<file path="src/rtl/mshift_pkg.sv">
package mshift_pkg;

  typedef enum logic [2:0] {
    OP_KEEP  = 3'b000,
    OP_LOAD  = 3'b001,
    OP_LSL   = 3'b010,
    OP_LSR   = 3'b011,
    OP_ASL   = 3'b100,
    OP_ASR   = 3'b101,
    OP_ROR   = 3'b110,
    OP_KEEP2 = 3'b111
  } opMode_e;

  // strobes from decode to datapath
  typedef struct packed {
    logic load;
    logic shiftLeft;
    logic shiftRight;
    logic keepSign;
    logic rotate;
    logic fillBit;
  } shStrobe_t;

endpackage

</file>
<file path="src/rtl/mshift_ctrl.sv">
module mshift_ctrl
  import mshift_pkg::*;
(
  input  logic [2:0] mode,
  input  logic       fillEn,
  input  logic       serialIn,
  output shStrobe_t  strobe
);

  logic logicalFill;

  assign logicalFill = fillEn & serialIn;

  always_comb begin
    strobe = '0;
    case (opMode_e'(mode))
      OP_LOAD: strobe.load = 1'b1;
      OP_LSL: begin
        strobe.shiftLeft = 1'b1;
        strobe.fillBit   = logicalFill;
      end
      OP_LSR: begin
        strobe.shiftRight = 1'b1;
        strobe.fillBit    = logicalFill;
      end
      OP_ASL: strobe.shiftLeft = 1'b1;
      OP_ASR: begin
        strobe.shiftRight = 1'b1;
        strobe.keepSign   = 1'b1;
      end
      OP_ROR: begin
        strobe.shiftRight = 1'b1;
        strobe.rotate     = 1'b1;
      end
      default: strobe = '0;
    endcase
  end

endmodule

</file>
<file path="src/rtl/mshift_dp.sv">
module mshift_dp
  import mshift_pkg::*;
#(
  parameter int WIDTH = 4
) (
  input  logic             clk,
  input  logic             rst,
  input  shStrobe_t        strobe,
  input  logic [WIDTH-1:0] parIn,
  output logic [WIDTH-1:0] regQ,
  output logic             shiftOutQ
);

  localparam int MSB = WIDTH - 1;

  logic [WIDTH-1:0] leftSrc;
  logic [WIDTH-1:0] rightSrc;
  logic [WIDTH-1:0] regNext;
  logic             outNext;
  logic             rightTop;

  always_comb begin
    if (strobe.rotate)        rightTop = regQ[0];
    else if (strobe.keepSign) rightTop = regQ[MSB];
    else                      rightTop = strobe.fillBit;
  end

  for (genvar i = 0; i < WIDTH; i++) begin : g_slice
    if (i == 0) begin : g_lo
      assign leftSrc[i] = strobe.fillBit;
    end else begin : g_lmid
      assign leftSrc[i] = regQ[i-1];
    end
    if (i == MSB) begin : g_hi
      assign rightSrc[i] = rightTop;
    end else begin : g_rmid
      assign rightSrc[i] = regQ[i+1];
    end
  end

  always_comb begin
    regNext = regQ;
    outNext = shiftOutQ;
    if (strobe.load) begin
      regNext = parIn;
    end else if (strobe.shiftLeft) begin
      regNext = leftSrc;
      outNext = regQ[MSB];
    end else if (strobe.shiftRight) begin
      regNext = rightSrc;
      outNext = regQ[0];
    end
  end

  always_ff @(posedge clk) begin
    if (rst) begin
      regQ      <= '0;
      shiftOutQ <= 1'b0;
    end else begin
      regQ      <= regNext;
      shiftOutQ <= outNext;
    end
  end

  assert_one_op_R2: assert property (@(posedge clk) disable iff (rst)
    $onehot0({strobe.load, strobe.shiftLeft, strobe.shiftRight}));

  assert_idle_stable_R2: assert property (@(posedge clk) disable iff (rst)
    !(strobe.load || strobe.shiftLeft || strobe.shiftRight)
      |=> ($stable(regQ) && $stable(shiftOutQ)));

  assert_load_capture_R3: assert property (@(posedge clk) disable iff (rst)
    strobe.load |=> (regQ == $past(parIn) && $stable(shiftOutQ)));

  assert_left_exit_R4: assert property (@(posedge clk) disable iff (rst)
    strobe.shiftLeft |=> (shiftOutQ == $past(regQ[MSB])));

  assert_right_exit_R5: assert property (@(posedge clk) disable iff (rst)
    strobe.shiftRight |=> (shiftOutQ == $past(regQ[0])));

  assert_sign_kept_R7: assert property (@(posedge clk) disable iff (rst)
    (strobe.shiftRight && strobe.keepSign) |=> (regQ[MSB] == $past(regQ[MSB])));

endmodule

</file>
<file path="src/rtl/mode_shift_reg.sv">
module mode_shift_reg
  import mshift_pkg::*;
#(
  parameter int WIDTH = 4
) (
  input  logic             clk,
  input  logic             rst,
  input  logic [2:0]       mode,
  input  logic [WIDTH-1:0] parIn,
  input  logic             fillEn,
  input  logic             serialIn,
  output logic [WIDTH-1:0] regOut,
  output logic             shiftOut
);

  shStrobe_t strobe;

  mshift_ctrl i_ctrl (
    .mode     (mode),
    .fillEn   (fillEn),
    .serialIn (serialIn),
    .strobe   (strobe)
  );

  mshift_dp #(.WIDTH(WIDTH)) i_dp (
    .clk       (clk),
    .rst       (rst),
    .strobe    (strobe),
    .parIn     (parIn),
    .regQ      (regOut),
    .shiftOutQ (shiftOut)
  );

endmodule

</file>
<file path="config.mk">
export PLATFORM = sky130hd
export DESIGN_NAME = mode_shift_reg
export DESIGN_NICKNAME = d
export VERILOG_FILES = /design/src/rtl/mshift_pkg.sv /design/src/rtl/mshift_ctrl.sv /design/src/rtl/mshift_dp.sv /design/src/rtl/mode_shift_reg.sv
export SDC_FILE = /design/constraint.sdc
export NUM_CORES = 1
export LEC_CHECK = 0
export ABC_AREA = 1
export BUFFER_PORTS_ARGS = -buffer_cell sky130_fd_sc_hd__buf_2
export CAP_MARGIN = 20
export CORE_AREA = 2 2 39 41
export CTS_CLUSTER_SIZE = 10
export DETAILED_ROUTE_END_ITERATION = 10
export DIE_AREA = 0 0 41 43
export GPL_TIMING_DRIVEN = 0
export HOLD_SLACK_MARGIN = 0.15
export PLACE_DENSITY = 0.62
export SYNTH_ARGS = -nofsm -noshare
export SYNTH_HDL_FRONTEND = slang
export SYNTH_HIERARCHICAL = 1
export SYNTH_SLANG_ARGS = --single-unit
</file>
<file path="constraint.sdc">
create_clock -name clk -period 1.7 [get_ports clk]
set_input_delay 0.17 -clock clk [delete_from_list [all_inputs] [get_ports clk]]
set_output_delay 0.17 -clock clk [all_outputs]
set_load 0.05 [all_outputs]
</file>
==> Implementation_results.wiki <==
{| class="wikitable"
! Metric !! Value
|-
| Result of the run || complete, no violations
|-
| Initial antenna violation count || 0
|-
| Wire length of the first global-routing pass || around 1800 µm
|-
| Yosys synthesis warning count || 6
|-
| Cells along the critical path || buf_2 -> nor3_1 -> inv_2 -> nand2_1 -> nand2_1 -> nand2_1 -> nand2_1 -> nor2_1 -> nor2_1
|-
| Fraction of registers with async set/reset || 0
|-
| Number of buffers inserted during clock tree synthesis || 3
|-
| Relative slew slack || 0.3946
|-
| Nets || 101
|-
| Path category of the worst min-delay check || input pin to flop
|-
| Type of destination of the critical path || flop
|-
| Leakage Power || 0.3057 nW
|-
| Distinct cell type count of the synthesized netlist || 18
|-
| Final cycle utilization of the critical path || 0.8409
|-
| Final hold slack || roughly 0.23 ns
|-
| Post-route standard cell area excluding fillers || 544.3 µm²
|-
| Global routing usage summed across all routing layers || 0.1447
|-
| Internal Pwr Total || ~0.28 mW
|-
| Total die area || 1763 µm²
|-
| Buffer levels on the longest clock path || 2
|-
| Initial Util || 0.3056
|-
| Layout area overhead || 28.70%
|-
| Final antenna-violating net count || 0
|-
| Final HPWL DP || roughly 740 µm
|-
| Max capacitance violation total || 0
|-
| Number of setup buffers added after CTS || 0
|-
| Global route overflow || 0
|-
| Synthesized instance count || 70
|-
| Library cell with the highest instance count after synthesis || nand2_1
|-
| R2r setup slk || 0.88 ns
|-
| DR iter-0 viols || 4
|-
| Setup repair after global routing missed its margin || no
|-
| Startpoint of the worst register-to-register path || i_dp/regQ[0]
|-
| Post-Place Cells || 101
|-
| Clk network pwr share || 0.305
|-
| Detailed-route DRC error count || 0
|-
| Capture point of the critical path || i_dp/regQ[3]
|-
| Cell with the most instances on the worst path || nand2_1
|-
| Router iterations before antenna repair || 4
|-
| Stages on the worst setup path || 9
|-
| Worst path arrival time || between 1.5 and 2 ns
|-
| Number of vias after detailed routing || roughly 470
|-
| Count of flip-flops with a built-in enable after synthesis || 0
|-
| Buffers on Ports || 15
|-
| Largest net degree at the start of global routing || 9
|-
| Achievable clock frequency || 699.5 MHz
|-
| Fin cells || approximately 110
|-
| Setup TNS after final layout || 0 ns
|-
| Antenna diode count || 0
|-
| Cts repair resizes || 0
|-
| Clock root buffer || clkbuf_4
|-
| Power per unit of standard cell area || 848.6 nW/µm²
|-
| Layout Utilization || 0.3933
|-
| Average vias per placed instance || 4.448
|-
| Post-cts hold buffer count || 0
|-
| Deepest level of the CTS H-tree || 1
|-
| WL/cell || 9.000 µm
|-
| Clock input transition at the sequential cells of the worst setup and hold paths || 0.04 ns
|-
| Netlist area before placement || ~420 µm²
|-
| Master of the slowest instance on the critical path || nor3_1
|-
| Proportion of power drawn by flip-flops and latches || 0.310
|-
| Worst Clk Skew || 0.0002741 ns
|-
| Biggest fanout along the worst timing path || 6
|-
| Max-slew violation count || 0
|-
| Switching component of the power || 0.1840 mW
|-
| Delay of the slowest critical-path stage || 0.74 ns
|-
| Sink count of the clock tree || 5
|-
| Setup-failing EPs final || 0
|-
| Top-level I/O count || 16
|-
| Buffering stage count on the worst path with inverters included || 2
|-
| Post-synth net total || 81
|-
| Worst Setup SP || mode[1]
|-
| Cell count of the worst reg-to-reg path || 6
|-
| Worst ir drop on vdd || 412.0 µV
|-
| Most used standard cells in the synthesized netlist || 17 x nand2_1, 11 x inv_1, 7 x nand3_1
|-
| Placed standard-cell area || 518.0 µm²
|-
| Primary FF master, synth || dfxtp_1
|-
| CTS tree || built
|-
| Yosys top cell area share || 0.2367
|-
| Worst Setup Path Type || input pin to flop
|-
| Fill cells || 160
|-
| Critical Path Start Type || input pin
|-
| Final hold viol count || 0
|-
| Largest cells by area after synthesis || dfxtp_1 24%, nand2_1 15%, inv_1 9.8%
|-
| Number of global-route vias before repair || 451
|-
| Share of cells above drive strength 1 || 0.3146
|-
| Worst r2r dst || i_dp/regQ[3]
|-
| Die height || 43 µm
|-
| Area inside the core boundary || 1384 µm²
|-
| Portion of the post-synthesis area used by sequential elements || 0.2367
|-
| Data required time at the worst endpoint || 1.84 ns
|-
| Number of placement rows || 14
|-
| Part of the power in combinational logic || 0.385
|-
| Mapped Avg Cell Area || just over 6 µm²
|-
| Minimum period implied by the final worst setup slack || 1.430 ns
|-
| Sw frac || 0.3983
|-
| Flip-flop and latch count after synthesis || 5
|-
| Worst Tran Pin Value || 0.9012 ns
|-
| Die outline width || 41 µm
|-
| Total routed wirelength || 945 µm
|-
| Cell class contributing the biggest share of worst-path delay || simple AND/OR/NAND/NOR gates
|-
| Cell type with the largest total area after synthesis || dfxtp_1
|-
| Latest clock arrival within the worst-skew pair || ~0.24 ns
|-
| Final weighted congestion in routability-driven placement || 0.7583
|}
tightest hold or removal path: stages:
cell	delay, ns
buf_2	0.08
a22oi_1	0.07
a21oi_1	0.12
cell families after synthesis:
group / count (synthesis) / share of synthesized area
AOI/OAI and AO/OA: 15 / 0.2130
buffers and inverters: 16 / 0.1627
DFF: 5 / 0.2367
and+or+nand+nor: 34 / 0.3875
layer usage:
| layer | global-route usage | vias up | routed length, µm |
|---|---|---|---|
| met1 | 0.1968 | 192 | 445 |
| li1 | - | 265 | - |
| met2 | 0.2000 | 8 | 445 |
| met5 | 0 | - | 0 |
| met4 | 0.1000 | 0 | 15 |
| met3 | 0.02094 | 2 | 39 |
worst min path at each step:
stage	startpoint	endpoint	slack (ns)	cells past startpoint
after floorplan	rst	i_dp/regQ[3]	0.36	3
after global placement	i_dp/shiftOutQ	i_dp/shiftOutQ	0.47	2
after detailed placement	i_dp/shiftOutQ	i_dp/shiftOutQ	0.47	2
after CTS	parIn[0]	i_dp/regQ[0]	0.23	3
after global routing	parIn[2]	i_dp/regQ[2]	0.26	3
final	parIn[0]	i_dp/regQ[0]	0.23	3
sequential cells by signal (all words and copies together) (netlist names):
name,cells
i_dp/shiftOutQ,1
i_dp/regQ,4
metrics by stage:
stage | power, mW | worst slack [ns]
5_1_grt | 0.4949 | 0.1427
2_1_floorplan | 0.2793 | 0.3778
3_5_place_dp | 0.3225 | 0.04108
3_3_place_gp | 0.3218 | 0.02233
4_1_cts | 0.4687 | 0.3031
6_report | 0.4619 | 0.2704
power groups by stage:
stage | registers, mW | clock network, mW | logic (mW)
6_report | 0.143 | 0.141 | 0.178
4_1_cts | 0.143 | 0.147 | 0.178
3_3_place_gp | 0.145 | 0 | 0.177
2_1_floorplan | 0.193 | 0 | 0.0859
5_1_grt | 0.144 | 0.155 | 0.196
3_5_place_dp | 0.145 | 0 | 0.177
cell usage in the layout, fill, tap and decap left out:
cell type,count
inv_2,3
nand2_2,2
clkbuf_4,3
buf_2,15
a21oi_1,4
nand2_1,17
nor3_2,1
nand3_1,7
clkbuf_1,1
buf_6,1
nor2_4,1
clkinv_2,1
a22oi_1,3
o21ai_0,1
nor2_1,4
inv_1,11
nor3_1,1
o211ai_1,3
dfxtp_1,5
nand2_4,1
o21ai_1,4
area by class of cell:
type	instances	area, µm²	area share
Sequential cell	5	100.1	0.1839
Buffer	1	11.26	0.02069
Inverter	15	57.56	0.1057
Timing Repair Buffer	15	75.07	0.1379
Multi-Input combinational cell	49	254.0	0.4667
Clock buffer	4	26.28	0.04828
Tap cell	16	20.02	0.03678
(Power assumes the default switching activity.)
